`config.mk`:
```
export PLATFORM = sky130hd
export DESIGN_NAME = xch_trig_ctrl
export DESIGN_NICKNAME = d
export VERILOG_FILES = /design/src/rtl/xch_pkg.sv /design/src/rtl/xch_mode_dec.sv /design/src/rtl/xch_src_edge.sv /design/src/rtl/xch_fast_line.sv /design/src/rtl/xch_trig_ctrl.sv
export SDC_FILE = /design/constraint.sdc
export NUM_CORES = 1
export LEC_CHECK = 0
export ABC_CLOCK_PERIOD_IN_PS = 2000
export BUFFER_PORTS_ARGS = -buffer_cell sky130_fd_sc_hd__buf_4
export CORE_MARGIN = 3
export CORE_UTILIZATION = 40
export CTS_CLUSTER_DIAMETER = 80
export DETAILED_ROUTE_END_ITERATION = 7
export HOLD_SLACK_MARGIN = 0.1
export PLACE_DENSITY = 0.86
export SLEW_MARGIN = 10
export SYNTH_ARGS = -nofsm -noshare
export SYNTH_HDL_FRONTEND = slang
export SYNTH_SLANG_ARGS = --single-unit
```
`constraint.sdc`:
```
create_clock -name clk -period 2 [get_ports clk]
set_clock_uncertainty 0.05 [all_clocks]
set_input_delay 0.1 -clock clk [delete_from_list [all_inputs] [get_ports clk]]
set_output_delay 0.1 -clock clk [all_outputs]
set_load 0.05 [all_outputs]
```
`src/rtl/xch_pkg.sv`:
```
package xch_pkg;
  localparam int MODE_W = 3;

  typedef enum logic [1:0] {
    UNIT_WORD  = 2'd0,
    UNIT_LINE  = 2'd1,
    UNIT_BLOCK = 2'd2
  } unit_e;

  typedef struct packed {
    logic  valid;     // mode code is not reserved
    logic  hw_trig;   // started by a request edge (else by enable)
    logic  auto_clr;  // enable drops at end of block
    unit_e unit;      // amount of work per trigger
  } mode_t;
endpackage

```
`src/rtl/xch_mode_dec.sv`:
```
module xch_mode_dec
  import xch_pkg::*;
(
  input  logic [MODE_W-1:0] mode_i,
  output mode_t             dec_o
);
  always_comb begin
    dec_o = '{valid: 1'b0, hw_trig: 1'b1, auto_clr: 1'b1, unit: UNIT_BLOCK};
    unique case (mode_i)
      3'b000: dec_o = '{valid: 1'b1, hw_trig: 1'b1, auto_clr: 1'b1, unit: UNIT_BLOCK};
      3'b001: dec_o = '{valid: 1'b1, hw_trig: 1'b1, auto_clr: 1'b1, unit: UNIT_WORD};
      3'b010: dec_o = '{valid: 1'b1, hw_trig: 1'b1, auto_clr: 1'b1, unit: UNIT_LINE};
      3'b011: dec_o = '{valid: 1'b1, hw_trig: 1'b0, auto_clr: 1'b1, unit: UNIT_BLOCK};
      3'b100: dec_o = '{valid: 1'b1, hw_trig: 1'b1, auto_clr: 1'b0, unit: UNIT_BLOCK};
      3'b101: dec_o = '{valid: 1'b1, hw_trig: 1'b1, auto_clr: 1'b0, unit: UNIT_WORD};
      default: dec_o = '{valid: 1'b0, hw_trig: 1'b1, auto_clr: 1'b1, unit: UNIT_BLOCK};
    endcase
  end
endmodule

```
`src/rtl/xch_src_edge.sv`:
```
module xch_src_edge #(
  parameter int SEL_W      = 5,
  parameter int NUM_EXT    = 4,
  parameter int NUM_CH     = 6,
  parameter int NUM_PERIPH = 22
) (
  input  logic                  clk,
  input  logic                  rst,
  input  logic [SEL_W-1:0]      code_i,
  input  logic [NUM_EXT-1:0]    ext_i,
  input  logic [NUM_CH-1:0]     chd_i,
  input  logic [NUM_PERIPH-1:0] per_i,
  output logic                  edge_o
);
  localparam int TOTAL = NUM_EXT + NUM_CH + NUM_PERIPH;
  localparam int SPAN  = 1 << SEL_W;

  logic [SPAN-1:0] lines;
  logic            sel;
  logic            sel_q;

  generate
    if (TOTAL >= SPAN) begin : g_trim
      logic [TOTAL-1:0] all_src;
      assign all_src = {per_i, chd_i, ext_i};
      assign lines   = all_src[SPAN-1:0];
    end else begin : g_pad
      assign lines = {{(SPAN-TOTAL){1'b0}}, per_i, chd_i, ext_i};
    end
  endgenerate

  assign sel = lines[code_i];

  always_ff @(posedge clk) begin
    if (rst) sel_q <= 1'b0;
    else     sel_q <= sel;
  end

  assign edge_o = sel & ~sel_q;
endmodule

```
`src/rtl/xch_fast_line.sv`:
```
module xch_fast_line (
  input  logic clk,
  input  logic rst,
  input  logic fast_ok_i,
  input  logic trig_i,
  input  logic grant_i,
  input  logic pend_i,
  output logic fast_en_o
);
  always_ff @(posedge clk) begin
    if (rst) fast_en_o <= 1'b0;
    else     fast_en_o <= fast_ok_i & ~trig_i & (grant_i | ~pend_i);
  end
endmodule

```
`src/rtl/xch_trig_ctrl.sv`:
```
module xch_trig_ctrl
  import xch_pkg::*;
#(
  parameter int SEL_W      = 5,
  parameter int NUM_EXT    = 4,
  parameter int NUM_CH     = 6,
  parameter int NUM_PERIPH = 22
) (
  input  logic                  clk,
  input  logic                  rst,
  input  logic [SEL_W-1:0]      src_sel_i,
  input  logic [MODE_W-1:0]     xfer_mode_i,
  input  logic                  irq_en_i,
  input  logic                  en_set_i,
  input  logic                  en_clr_i,
  input  logic [NUM_EXT-1:0]    ext_pin_i,
  input  logic [NUM_CH-1:0]     ch_done_i,
  input  logic [NUM_PERIPH-1:0] periph_req_i,
  input  logic                  grant_i,
  input  logic                  word_done_i,
  input  logic                  eol_i,
  input  logic                  eob_i,
  input  logic                  irq_ack_i,
  output logic                  req_o,
  output logic                  en_o,
  output logic                  done_o,
  output logic                  irq_o,
  output logic                  fast_en_o
);
  localparam int FAST_W = 3;

  mode_t md;
  logic  src_edge;
  logic  en_q, drain_q, pend_q, busy_q, inflight_q, done_q, irq_q, req_q;
  logic  en_n, drain_n, pend_n, busy_n, inflight_n, done_n, irq_n, req_n;
  logic  sw_trig, hw_trig, is_word, end_word, blk_end, unit_end;
  logic  sw_stop, auto_stop, drain_done, set_ev, fast_ok;

  xch_mode_dec u_dec (.mode_i(xfer_mode_i), .dec_o(md));

  xch_src_edge #(
    .SEL_W(SEL_W), .NUM_EXT(NUM_EXT), .NUM_CH(NUM_CH), .NUM_PERIPH(NUM_PERIPH)
  ) u_src (
    .clk(clk), .rst(rst), .code_i(src_sel_i), .ext_i(ext_pin_i),
    .chd_i(ch_done_i), .per_i(periph_req_i), .edge_o(src_edge)
  );

  always_comb begin
    is_word    = (md.unit == UNIT_WORD);
    sw_trig    = md.valid & ~md.hw_trig & en_set_i & ~en_q;
    hw_trig    = md.valid & md.hw_trig & en_q & src_edge;
    end_word   = word_done_i & inflight_q;
    blk_end    = end_word & eob_i;
    unit_end   = end_word & (is_word | eob_i | ((md.unit == UNIT_LINE) & eol_i));
    sw_stop    = en_clr_i & en_q & ~en_set_i;
    auto_stop  = blk_end & md.auto_clr;
    drain_done = drain_q & ~inflight_q & (~pend_q | ~is_word);
    set_ev     = blk_end | drain_done;

    if (en_set_i)                 en_n = 1'b1;
    else if (sw_stop | auto_stop) en_n = 1'b0;
    else                          en_n = en_q;

    if (en_set_i)        drain_n = 1'b0;
    else if (sw_stop)    drain_n = 1'b1;
    else if (drain_done) drain_n = 1'b0;
    else                 drain_n = drain_q;

    if ((sw_stop & ~is_word) | auto_stop) pend_n = 1'b0;
    else if (sw_trig | hw_trig)           pend_n = 1'b1;
    else if (grant_i & ~busy_q)           pend_n = 1'b0;
    else                                  pend_n = pend_q;

    if (sw_stop | auto_stop)                          busy_n = 1'b0;
    else if (grant_i & pend_q & ~busy_q & ~is_word)   busy_n = 1'b1;
    else if (unit_end)                                busy_n = 1'b0;
    else                                              busy_n = busy_q;

    if (grant_i)       inflight_n = 1'b1;
    else if (end_word) inflight_n = 1'b0;
    else               inflight_n = inflight_q;

    if (set_ev)        done_n = 1'b1;
    else if (en_set_i) done_n = 1'b0;
    else               done_n = done_q;

    if (set_ev & irq_en_i) irq_n = 1'b1;
    else if (irq_ack_i)    irq_n = 1'b0;
    else                   irq_n = irq_q;

    req_n = ~inflight_n & ((pend_n & (en_n | drain_n)) | (busy_n & en_n));

    fast_ok = en_q & md.valid & is_word & (&src_sel_i[SEL_W-1:SEL_W-FAST_W]);
  end

  always_ff @(posedge clk) begin
    if (rst) begin
      en_q <= 1'b0; drain_q <= 1'b0; pend_q <= 1'b0; busy_q <= 1'b0;
      inflight_q <= 1'b0; done_q <= 1'b0; irq_q <= 1'b0; req_q <= 1'b0;
    end else begin
      en_q <= en_n; drain_q <= drain_n; pend_q <= pend_n; busy_q <= busy_n;
      inflight_q <= inflight_n; done_q <= done_n; irq_q <= irq_n; req_q <= req_n;
    end
  end

  xch_fast_line u_fast (
    .clk(clk), .rst(rst), .fast_ok_i(fast_ok), .trig_i(src_edge),
    .grant_i(grant_i), .pend_i(pend_q), .fast_en_o(fast_en_o)
  );

  assign req_o  = req_q;
  assign en_o   = en_q;
  assign done_o = done_q;
  assign irq_o  = irq_q;
endmodule

```
==> results.md <==
* Number of hold buffers added after CTS at 8
* Inserted Clock Buffers at 3
* Antenna-violating nets left at 0
* # IOs at 55
* Total gr overflow at 0
* Cell variety after synth at 39
* Via Count at 980
* Delay-heaviest family, CP: buffers and inverters
* Buf+Inv Stages, Crit Path at 1
* WP data required at around 2.1 ns
* Die Span Y at roughly 51 um
* Resize count post-CTS at 0
* P per Cell Area at 461 nW/um2
* Storage cell area at ~200 um2
* Met3 wire len at 182 um
* Longest Clk Path Bufs at 2
* Cell count after synthesis at 91
* Leakage power at 0.628 nW
* Die area at 2640 um2
* Maxcap violations at 0
* Routed len/inst at 14.8 um
* Core Area at 1840 um2
* Critical path class: reg2reg
* Root Buffer Master: clkbuf_4
* Core Rows at 15
* Slowest CP cell: dlygate4sd3_1
* Number of synthesized register bits at 10
* Commonest cells after routing, fill and taps aside: buf_4, dfxtp_1, nor2_1
* Gpl congestion at a little over 0.8
* Post-route cell area at 1340 um2
* CP Max Fanout at 4
* Clock sinks at 10
* Nets at 203
* DRC errors left at 0
* H-tree levels at 1
* Worst hold path type: in2reg
* Layout area overhead at 62.5%
* Max-slew violations at 0
* # setup viols final at 0
* Cell Area, Synth at 823 um2
* Detail Placement HPWL at 1910 um
* VDD IR max at 349 uV
* Hold slack at 0.115 ns
* Final hold violations at 0
* Vias in the first global route at 1038
* Drt pass-1 iters at 4
* RSZ-0062 raised after global routing: no
* Die W at 51.4 um
* Max incr delay on CP at ~0.59 ns
* WL met1 at 907 um
* Highest routed layer: met4
* Ant. Diodes at 0
* Largest net degree at the start of global routing at 13
* Sequential area share after synthesis at 24.3%
* Status: finished, final reports clean
* Syn_nets at about 140
* Met2 WL at 1430 um
* Tmin final at 1.67 ns
* Gr usage total at 23.5%
* Worst-path clk slew at 0.07 ns
* WP data arrival at 1.79 ns
* Yosys warnings at 0
* Rel. slew slack at about three quarters
* Starting Density at 44.8%
* Crit start category: flip-flop
* Final TNS setup at 0 ns
* Number of fill cells at 147
* Multi-input logic area at 554 um2
* Actual slew at the worst max-slew pin at 0.388 ns
* Most common cell after layout, fill and taps aside: buf_4
* CP cell instances: a211o_1 -> a22oi_1 -> nor3_1 -> dlygate4sd3_1
* Antenna violations before repair at 0
* Endpoint type of the worst setup path: flip-flop
* Worst-skew pair later-pin latency at 0.28 ns
* DRT iter0 DRCs at 26
* Layout cell share with drive strength beyond 1 at 43.4%
* Fin crit share at 83.7%
* Syn_area_per_cell at 9.05 um2
* First-pass GRT wire length at roughly 4500 um
* Post-Route WL at 2620 um
* Post-CTS setup buffer count at 0
* Vias per cell at 5.54
* DP Area at 1220 um2
* Port-buffer cells at 54
* Fmax at between 500 and 600 MHz
* CTS tree: built
==> per-layer routing <==
layer / vias up / global-route usage (%)
met5: - / 0
met4: 0 / 13.5
met3: 12 / 7.87
met2: 48 / 42.2
met1: 449 / 23.1
li1: 471 / -
==> path summary, 6_finish.rpt <==
check | startpoint | endpoint | slack, ns | cells after the start
max | inflight_q$_SDFF_PP0_ | drain_q$_SDFF_PP0_ | 0.33 | 4
min | word_done_i | inflight_q$_SDFF_PP0_ | 0.11 | 4
max reg2reg | inflight_q$_SDFF_PP0_ | drain_q$_SDFF_PP0_ | 0.33 | 4
min reg2reg | done_o$_SDFFE_PP0P_ | done_o$_SDFFE_PP0P_ | 0.50 | 2
==> power breakdown <==
part,internal (mW),leakage [nW],switching (mW)
Sequential,0.208,0.0818,0.00769
Combinational,0.126,0.526,0.0848
Clock,0.111,0.0210,0.0789
==> worst reg2reg max path, stage by stage (launching register included) <==
cell	delay (ns)
dfxtp_1	0.34
a211o_1	0.28
a22oi_1	0.21
nor3_1	0.09
dlygate4sd3_1	0.59
==> cell type report <==
cell class / count / share of cell area [%]
Timing Repair Buffer: 62 / 36.3
Tap cell: 25 / 2.34
Sequential cell: 10 / 15.0
Clock buffer: 4 / 2.71
Inverter: 8 / 2.25
Multi-Input combinational cell: 68 / 41.4
==> state kept, by name, summed over array words and instances (netlist names) <==
signal,count
irq_o,1
drain_q,1
u_fast.fast_en_o,1
u_src.sel_q,1
pend_q,1
done_o,1
inflight_q,1
req_o,1
busy_q,1
en_o,1
==> synthesized netlist by cell type <==
library cell  count  area (um2)
a221oi_1          1        8.76
inv_1             8        30.0
buf_6             2        22.5
nor3b_1           1        7.51
a41oi_1           1        8.76
a2bb2oi_1         1        8.76
nor2b_1           4        25.0
a211o_1           1        8.76
nand3b_1          2        15.0
nand4_1           1        6.26
nand2_1           3        11.3
a31o_2            1        8.76
o2111ai_1         1        8.76
nor4b_1           1        8.76
nor3_1            1        5.00
nor2_1            9        33.8
and3b_1           1        8.76
a21oi_1           4        20.0
mux4_2            2        45.0
dfxtp_1          10         200
o21ai_0           3        15.0
a22oi_1           1        7.51
o31a_1            1        8.76
o211a_1           1        10.0
mux2_2            3        33.8
a31oi_1           2        12.5
clkbuf_1          1        3.75
mux2i_1           4        40.0
a21o_1            1        7.51
buf_4             1        7.51
a21oi_2           1        8.76
o41ai_1           1        8.76
mux4_1            3        78.8
a31o_4            1        17.5
and2_1            1        6.26
buf_2             1        5.00
a311o_1           1        10.0
o211ai_1          2        15.0
nand3_1           7        35.0
==> cell families (layout without fill, tap and decap cells) <==
group                  count (synthesis)  count (layout)  share of synthesized area, %
flip-flops                            10              10                          24.3
AO/OA/AOI/OAI                         25              25                          23.6
AND/OR/NAND/NOR                       31              31                          19.8
multiplexers                          12              12                          24.0
buffers and inverters                 13              74                          8.36
==> per-stage QoR <==
stage	util [%]	worst slack (ns)	total power, mW	instances
floorplan	-	0.450	0.323	91
global placement	66.4	0.350	0.410	165
detailed placement	66.4	0.320	0.415	165
CTS	72.7	0.408	0.613	177
global route	72.7	0.237	0.655	177
finish	72.7	0.327	0.616	177
(Power assumes the default switching activity.)
